==> src/rtl/tiny_cpu_pkg.sv <==
package tiny_cpu_pkg;

  typedef enum logic [3:0] {
    OP_LDM  = 4'h1,
    OP_LDI  = 4'h2,
    OP_STO  = 4'h3,
    OP_MOV  = 4'h4,
    OP_ADD  = 4'h5,
    OP_OR   = 4'h7,
    OP_AND  = 4'h8,
    OP_XOR  = 4'h9,
    OP_ROR  = 4'hA,
    OP_JEQ  = 4'hB,
    OP_STOP = 4'hC
  } opcode_e;

  typedef enum logic [1:0] {
    ST_IDLE  = 2'd0,
    ST_FHI   = 2'd1,
    ST_FLO   = 2'd2,
    ST_EXEC  = 2'd3
  } cpu_state_e;

endpackage

==> src/rtl/cpu_alu.sv <==
module cpu_alu
  import tiny_cpu_pkg::*;
#(
  parameter int DATA_W = 8,
  parameter int CNT_W  = 4
) (
  input  logic [3:0]        op,
  input  logic [DATA_W-1:0] a,
  input  logic [DATA_W-1:0] b,
  input  logic [CNT_W-1:0]  cnt,
  output logic [DATA_W-1:0] y
);
  localparam int SH_W = $clog2(DATA_W);

  logic [SH_W-1:0]       sh;
  logic [2*DATA_W-1:0]   dbl;

  always_comb begin
    sh  = SH_W'(cnt % DATA_W);
    dbl = {a, a} >> sh;
    case (op)
      OP_ADD:  y = a + b;
      OP_OR:   y = a | b;
      OP_AND:  y = a & b;
      OP_XOR:  y = a ^ b;
      OP_ROR:  y = dbl[DATA_W-1:0];
      default: y = '0;
    endcase
  end
endmodule

==> src/rtl/cpu_regfile.sv <==
module cpu_regfile #(
  parameter int DATA_W  = 8,
  parameter int REG_NUM = 16,
  localparam int IDX_W  = $clog2(REG_NUM)
) (
  input  logic              clk,
  input  logic              rst_n,
  input  logic              we,
  input  logic [IDX_W-1:0]  waddr,
  input  logic [DATA_W-1:0] wdata,
  input  logic [IDX_W-1:0]  ra_a,
  input  logic [IDX_W-1:0]  ra_b,
  input  logic [IDX_W-1:0]  ra_c,
  output logic [DATA_W-1:0] rd_a,
  output logic [DATA_W-1:0] rd_b,
  output logic [DATA_W-1:0] rd_c,
  output logic [DATA_W-1:0] rd_zero
);
  logic [DATA_W-1:0] regs_q [REG_NUM];

  for (genvar i = 0; i < REG_NUM; i++) begin : g_reg
    logic en;
    assign en = we && (waddr == IDX_W'(i));
    always_ff @(posedge clk or negedge rst_n) begin
      if (!rst_n)  regs_q[i] <= '0;
      else if (en) regs_q[i] <= wdata;
    end
  end

  assign rd_a    = regs_q[ra_a];
  assign rd_b    = regs_q[ra_b];
  assign rd_c    = regs_q[ra_c];
  assign rd_zero = regs_q[0];
endmodule

==> src/rtl/tiny_cpu_core.sv <==
module tiny_cpu_core
  import tiny_cpu_pkg::*;
#(
  parameter int DATA_W  = 8,
  parameter int ADDR_W  = 8,
  parameter int REG_NUM = 16
) (
  input  logic              clk,
  input  logic              rst_n,
  input  logic              run,
  input  logic              host_we,
  input  logic [ADDR_W-1:0] host_addr,
  input  logic [DATA_W-1:0] host_wdata,
  output logic [DATA_W-1:0] host_rdata,
  output logic              halted,
  output logic              illegal
);
  localparam int MEM_DEPTH = 1 << ADDR_W;
  localparam int IR_W      = 2 * DATA_W;
  localparam int IDX_W     = $clog2(REG_NUM);

  // reset synchronizer: asynchronous assert, synchronous release
  logic [1:0] rsync_q;
  logic       rst_core_n;
  always_ff @(posedge clk or negedge rst_n) begin
    if (!rst_n) rsync_q <= '0;
    else        rsync_q <= {rsync_q[0], 1'b1};
  end
  assign rst_core_n = rsync_q[1];

  cpu_state_e        st_q, st_d;
  logic [ADDR_W-1:0] pc_q, pc_d;
  logic [IR_W-1:0]   ir_q, ir_d;
  logic              ill_q, ill_d;
  logic [DATA_W-1:0] mem [MEM_DEPTH];

  // instruction fields
  logic [3:0]        f_op, f_r, f_s, f_t;
  logic [ADDR_W-1:0] f_xy;
  assign f_op = ir_q[15:12];
  assign f_r  = ir_q[11:8];
  assign f_s  = ir_q[7:4];
  assign f_t  = ir_q[3:0];
  assign f_xy = ir_q[ADDR_W-1:0];

  logic              rf_we;
  logic [IDX_W-1:0]  rf_waddr;
  logic [DATA_W-1:0] rf_wdata, rd_a, rd_b, rd_c, rd_zero, alu_a, alu_y;
  logic [IDX_W-1:0]  ra_c;
  logic              exec, jump_hit;

  assign ra_c  = (f_op == OP_MOV) ? IDX_W'(f_s) : IDX_W'(f_r);
  assign alu_a = (f_op == OP_ROR) ? rd_c : rd_a;
  assign exec  = (st_q == ST_EXEC);
  assign jump_hit = (rd_c == rd_zero);

  cpu_regfile #(.DATA_W(DATA_W), .REG_NUM(REG_NUM)) u_rf (
    .clk(clk), .rst_n(rst_core_n), .we(rf_we), .waddr(rf_waddr), .wdata(rf_wdata),
    .ra_a(IDX_W'(f_s)), .ra_b(IDX_W'(f_t)), .ra_c(ra_c),
    .rd_a(rd_a), .rd_b(rd_b), .rd_c(rd_c), .rd_zero(rd_zero)
  );

  cpu_alu #(.DATA_W(DATA_W), .CNT_W(4)) u_alu (
    .op(f_op), .a(alu_a), .b(rd_b), .cnt(f_t), .y(alu_y)
  );

  // register-file write decode
  always_comb begin
    rf_we    = 1'b0;
    rf_waddr = IDX_W'(f_r);
    rf_wdata = alu_y;
    if (exec) begin
      case (f_op)
        OP_LDM: begin rf_we = 1'b1; rf_wdata = mem[f_xy]; end
        OP_LDI: begin rf_we = 1'b1; rf_wdata = DATA_W'(f_xy); end
        OP_MOV: begin rf_we = 1'b1; rf_waddr = IDX_W'(f_t); rf_wdata = rd_c; end
        OP_ADD, OP_OR, OP_AND, OP_XOR, OP_ROR: rf_we = 1'b1;
        default: ;
      endcase
    end
  end

  // sequencer next state
  always_comb begin
    st_d  = st_q;
    pc_d  = pc_q;
    ir_d  = ir_q;
    ill_d = ill_q;
    case (st_q)
      ST_IDLE: if (run) begin
        st_d  = ST_FHI;
        pc_d  = '0;
        ill_d = 1'b0;
      end
      ST_FHI: begin
        ir_d[IR_W-1:DATA_W] = mem[pc_q];
        st_d = ST_FLO;
      end
      ST_FLO: begin
        ir_d[DATA_W-1:0] = mem[ADDR_W'(pc_q + 1'b1)];
        pc_d = ADDR_W'(pc_q + 2'd2);
        st_d = ST_EXEC;
      end
      ST_EXEC: begin
        st_d = ST_FHI;
        case (f_op)
          OP_LDM, OP_LDI, OP_STO, OP_MOV, OP_ADD,
          OP_OR, OP_AND, OP_XOR, OP_ROR: ;
          OP_JEQ:  if (jump_hit) pc_d = f_xy;
          OP_STOP: st_d = ST_IDLE;
          default: begin st_d = ST_IDLE; ill_d = 1'b1; end
        endcase
      end
      default: st_d = ST_IDLE;
    endcase
  end

  always_ff @(posedge clk or negedge rst_core_n) begin
    if (!rst_core_n) begin
      st_q  <= ST_IDLE;
      pc_q  <= '0;
      ir_q  <= '0;
      ill_q <= 1'b0;
    end else begin
      st_q  <= st_d;
      pc_q  <= pc_d;
      ir_q  <= ir_d;
      ill_q <= ill_d;
    end
  end

  // unified memory: core store has priority, host only while stopped
  logic              mem_we;
  logic [ADDR_W-1:0] mem_wa;
  logic [DATA_W-1:0] mem_wd;
  always_comb begin
    mem_we = 1'b0;
    mem_wa = host_addr;
    mem_wd = host_wdata;
    if (exec && f_op == OP_STO) begin
      mem_we = 1'b1; mem_wa = f_xy; mem_wd = rd_c;
    end else if (st_q == ST_IDLE && host_we) begin
      mem_we = 1'b1;
    end
  end

  always_ff @(posedge clk) begin
    if (mem_we) mem[mem_wa] <= mem_wd;
  end

  assign halted     = (st_q == ST_IDLE);
  assign illegal    = ill_q;
  assign host_rdata = halted ? mem[host_addr] : '0;

  // ---- assertions ----
  assert_fetch_order_R3: assert property (@(posedge clk) disable iff (!rst_core_n)
    st_q == ST_FHI |=> st_q == ST_FLO);

  assert_pc_step_R3: assert property (@(posedge clk) disable iff (!rst_core_n)
    st_q == ST_FLO |=> pc_q == ADDR_W'($past(pc_q) + 2'd2));

  assert_start_zero_R3: assert property (@(posedge clk) disable iff (!rst_core_n)
    (halted && run) |=> (pc_q == '0 && st_q == ST_FHI && !illegal));

  assert_idle_hold_R10: assert property (@(posedge clk) disable iff (!rst_core_n)
    (halted && !run) |=> (halted && $stable(illegal)));

  assert_illegal_only_stopped_R10: assert property (@(posedge clk) disable iff (!rst_core_n)
    illegal |-> halted);

  assert_jump_miss_R9: assert property (@(posedge clk) disable iff (!rst_core_n)
    (exec && f_op == OP_JEQ && rd_c != rd_zero) |=> pc_q == $past(pc_q));
endmodule

==> config.mk <==
export PLATFORM = sky130hd
export DESIGN_NAME = tiny_cpu_core
export DESIGN_NICKNAME = d
export VERILOG_FILES = /design/src/rtl/tiny_cpu_pkg.sv /design/src/rtl/cpu_alu.sv /design/src/rtl/cpu_regfile.sv /design/src/rtl/tiny_cpu_core.sv
export SDC_FILE = /design/constraint.sdc
export NUM_CORES = 2
export LEC_CHECK = 0
export BUFFER_PORTS_ARGS = -buffer_cell sky130_fd_sc_hd__buf_2
export CORE_ASPECT_RATIO = 1.2
export CORE_UTILIZATION = 36
export DETAILED_ROUTE_END_ITERATION = 16
export RECOVER_POWER = 50
export SETUP_SLACK_MARGIN = 0.3
export SLEW_MARGIN = 20
export SYNTH_ARGS = -nofsm -noshare
export SYNTH_HDL_FRONTEND = slang
export SYNTH_SLANG_ARGS = --single-unit
==> constraint.sdc <==
create_clock -name clk -period 11.6 [get_ports clk]
set_input_delay 1.74 -clock clk [delete_from_list [all_inputs] [get_ports clk]]
set_output_delay 1.74 -clock clk [all_outputs]
set_load 0.01 [all_outputs]
==> flow_summary_export.csv <==
group,metric,value,unit
run_status,outcome,"complete, but fails checks",
run_status,violations,"max-capacitance violations, max-slew violations",
cts,cts_hold_buf,0,
timing,hold_viol_final,0,
flow_run,drv_cap,40,
global_routing,grt_antenna_before_repair,73,
timing,setup_violations,0,
floorplanning,ios,30,
synth,synth_edf_count,2048,
routing,drtIter0Drc,16020,
critical_path,worstPathCellList,"or4b_1 -> buf_4 -> mux2i_1 -> clkbuf_1 -> nor2_1 -> a32oi_1 -> a21oi_1 -> or2_2 -> o21ai_0 -> clkbuf_1",
critical_path,start_kind,"flip-flop",
global_routing,grt_overflow,0,
synth,async_flop_share,7.120,%
cts,htreeDepth,4,
critical_path,cp_num_buf_inv,3,
critical_path,path_max_fanout,64,
floorplanning,die_h,683.0,um
synth,yosys_warnings,0,
timing,slew-limit-headroom,-201.3,%
critical_path,crit_required,11.88,ns
pwr,leakagePower,45.68,nW
critical_path,crit_slowest_cell,"clkbuf_1",
synth,syn_area,0.1391,mm2
finish,final_nets,7431,
floorplanning,start_util,36.25,%
floorplanning,rows,249,
hold_path,min_path_type,"flip-flop to flip-flop",
routing,vias,93160,
finish,final_util,40.02,%
floorplanning,dieArea,0.3890,mm2
timing,tightest_slew,4.520,ns
synth,yosysMostFrequentCell,"mux4_2",
cts,cts_root_buf,"clkbuf_16",
timing,setup_tns,0,ns
cts,post_cts_buffers,0,
global_routing,grt_util_all_layers,28.85,%
routing,drt_pass1_iterations,9,
finish,final.fill_count,34270,
routing,vias_per_cell,7.292,
synth,synthCells,7473,
finish,final_cells,12780,
critical_path,critPathTopFamily,"buffers and inverters",
place,dp_cells,12300,
cts,clkSlewWorstSetupHoldPaths,0.06,ns
place,gp_congestion,0.9767,
cts,cts_buffer_depth,4,
finish,seqCellArea,0.06547,mm2
cts,insertion_delay,0.97,ns
cts,cts_sinks,2205,
routing,routed_wl,566300,um
timing,fin_crit_sh,84.45,%
pwr,peakVddDrop,0.2363,mV
finish,syn_to_final_growth,10.41,%
synth,synth_seq_cells,2205,
synth,ys.flop_type,"edfxtp_1",
routing,ant_nets,0,
synth,synth_top_area_cell,"edfxtp_1",
timing,min_period,9.797,ns
critical_path,crit_arrival,10.07,ns
pwr,p_per_area,212.6,mW/mm2
cts,cts_buffers,230,
timing,drv_slew,1121,
floorplanning,coreArea,0.3838,mm2
timing,max_clock_freq,0.1021,GHz
synth,ys_top_cells_by_count,"mux4_2 (2568), edfxtp_1 (2048), nor2_1 (406)",
floorplanning,fp.dieW,569.5,um
routing,route.detailed.drc,0,
finish,drive_gt1_share,45.66,%
synth,syn-num-nets,7517,
critical_path,path_class,"flip-flop to flip-flop",
pwr,power,32.65,mW
timing,rsz0062_at_grt,"false",
place,numPortBuffers,29,
place,dp_hpwl,363100,um
global_routing,grt_pass1_vias,89660,
synth,seq_area_frac_synth,47.03,%
critical_path,critPathMaxStageDelay,2.26,ns
timing,skew,0.07442,ns
synth,synthTopCellsByArea,"edfxtp_1 (44%), mux4_2 (42%), dfrtp_1 (2.8%), mux2i_1 (1.8%), nor2_1 (1.1%)",
global_routing,grt_start_max_net_pins,193,
critical_path,endpoint_kind,"flip-flop",
synth,synth.distinct_cells,92,
synth,synth_top_area_share,44.20,%
routing,routedWlPerCell,44.32,um
cts,cts_resized,0,
synth,syn_area_per_cell,18.62,um2
cts,tritoncts,"yes",
critical_path,cp_common_cell,"clkbuf_1",
finish,multi_input_area,0.07060,mm2
global_routing,grt_pass1_wl,773700,um
-- path summary, 6_finish.rpt --
kind,start,end,slack (ns),depth (start not counted)
hold reg to reg,rsync_q[0],rsync_q[1],0.37,0
max in group asynchronous,rsync_q[1],u_rf.regs_q[45],6.49,1
hold / removal,rsync_q[0],rsync_q[1],0.37,0
setup / recovery,ir_q[14],mem[201][4],1.80,10
min in group asynchronous,rsync_q[1],u_rf.regs_q[18],0.47,0
setup reg to reg,ir_q[14],mem[201][4],1.80,10
-- power breakdown --
| part | total, mW | switching, mW | internal (mW) |
|---|---|---|---|
| Clock | 7.79 | 3.41 | 4.38 |
| Sequential | 9.37 | 0.446 | 8.93 |
| Combinational | 15.5 | 9.60 | 5.89 |
-- cells by family (layout without fill, tap and decap cells) --
group           count (synthesis)  count (layout)  synth area share, %
compound gates                579             579                2.864
mux                          2952            2952                44.50
other cells                     1              54             0.002695
xor+xnor                       17              17               0.1070
simple gates                  892             892                2.805
flops                        2205            2205                47.03
fa+ha+maj                      24              24               0.2212
buf+inv                       803             908                2.470
-- area by class of cell --
type,instances,area share (%)
Sequential cell,2205,42.63
Clock buffer,266,3.939
Timing Repair Buffer,451,2.058
Multi-Input combinational cell,4465,45.96
Antenna cell,53,0.08634
Inverter,34,0.08716
Tap cell,5145,4.191
Clock inverter,157,1.052
-- cell usage in the layout, fill, tap and decap left out, types with 30 or more instances in the layout --
master and instances:
mux2i_1 245, a211oi_1 35, o21ai_0 95, dfrtp_1 144, clkbuf_16 235, nor2_1 361, nand2_1 234, buf_4 217
nand3_1 51, clkinvlp_4 30, clkinv_1 41, nor3_1 35, a21oi_1 112, clkinv_2 42, edfxtp_1 2048, diode_2 53
buf_12 35, o22ai_1 51, a22oi_1 81, clkbuf_1 196, nor2_2 45, mux2_2 130, mux4_2 2568
-- worst reg2reg max path: stages, from the launching register on --
cell and delay [ns]:
dfrtp_1 0.64, or4b_1 0.48, buf_4 0.31, mux2i_1 1.02
clkbuf_1 1.25, nor2_1 0.40, a32oi_1 0.30, a21oi_1 0.21
or2_2 0.39, o21ai_0 1.72, clkbuf_1 2.26
-- registers in the layout, indices dropped and copies added (netlist names) --
name / cells
ir_q: 16
illegal: 1
rsync_q: 2
st_q: 2
u_rf.regs_q: 120
pc_q: 8
mem: 2048
u_rf.rd_zero: 8
-- stage by stage --
step                instance area, um2  worst slack (ns)  hold WS [ns]
global placement                146500             2.471        0.2450
CTS                             154300             3.678        0.2550
finish                          153600             1.803        0.3665
detailed placement              146600             3.657        0.2504
global route                    153500             1.768        0.3754
floorplan                       139100            -2.707        0.3312
-- per-layer routing --
layer	GRT usage (%)	up-vias	part of all wire (%)
met4	20.64	42	8.7
met1	34.91	49550	33
met3	10.40	1861	14
li1	-	33330	-
met5	0.09877	-	0.051
met2	42.76	8374	44
Note: power is estimated with default switching activity, not from simulation.
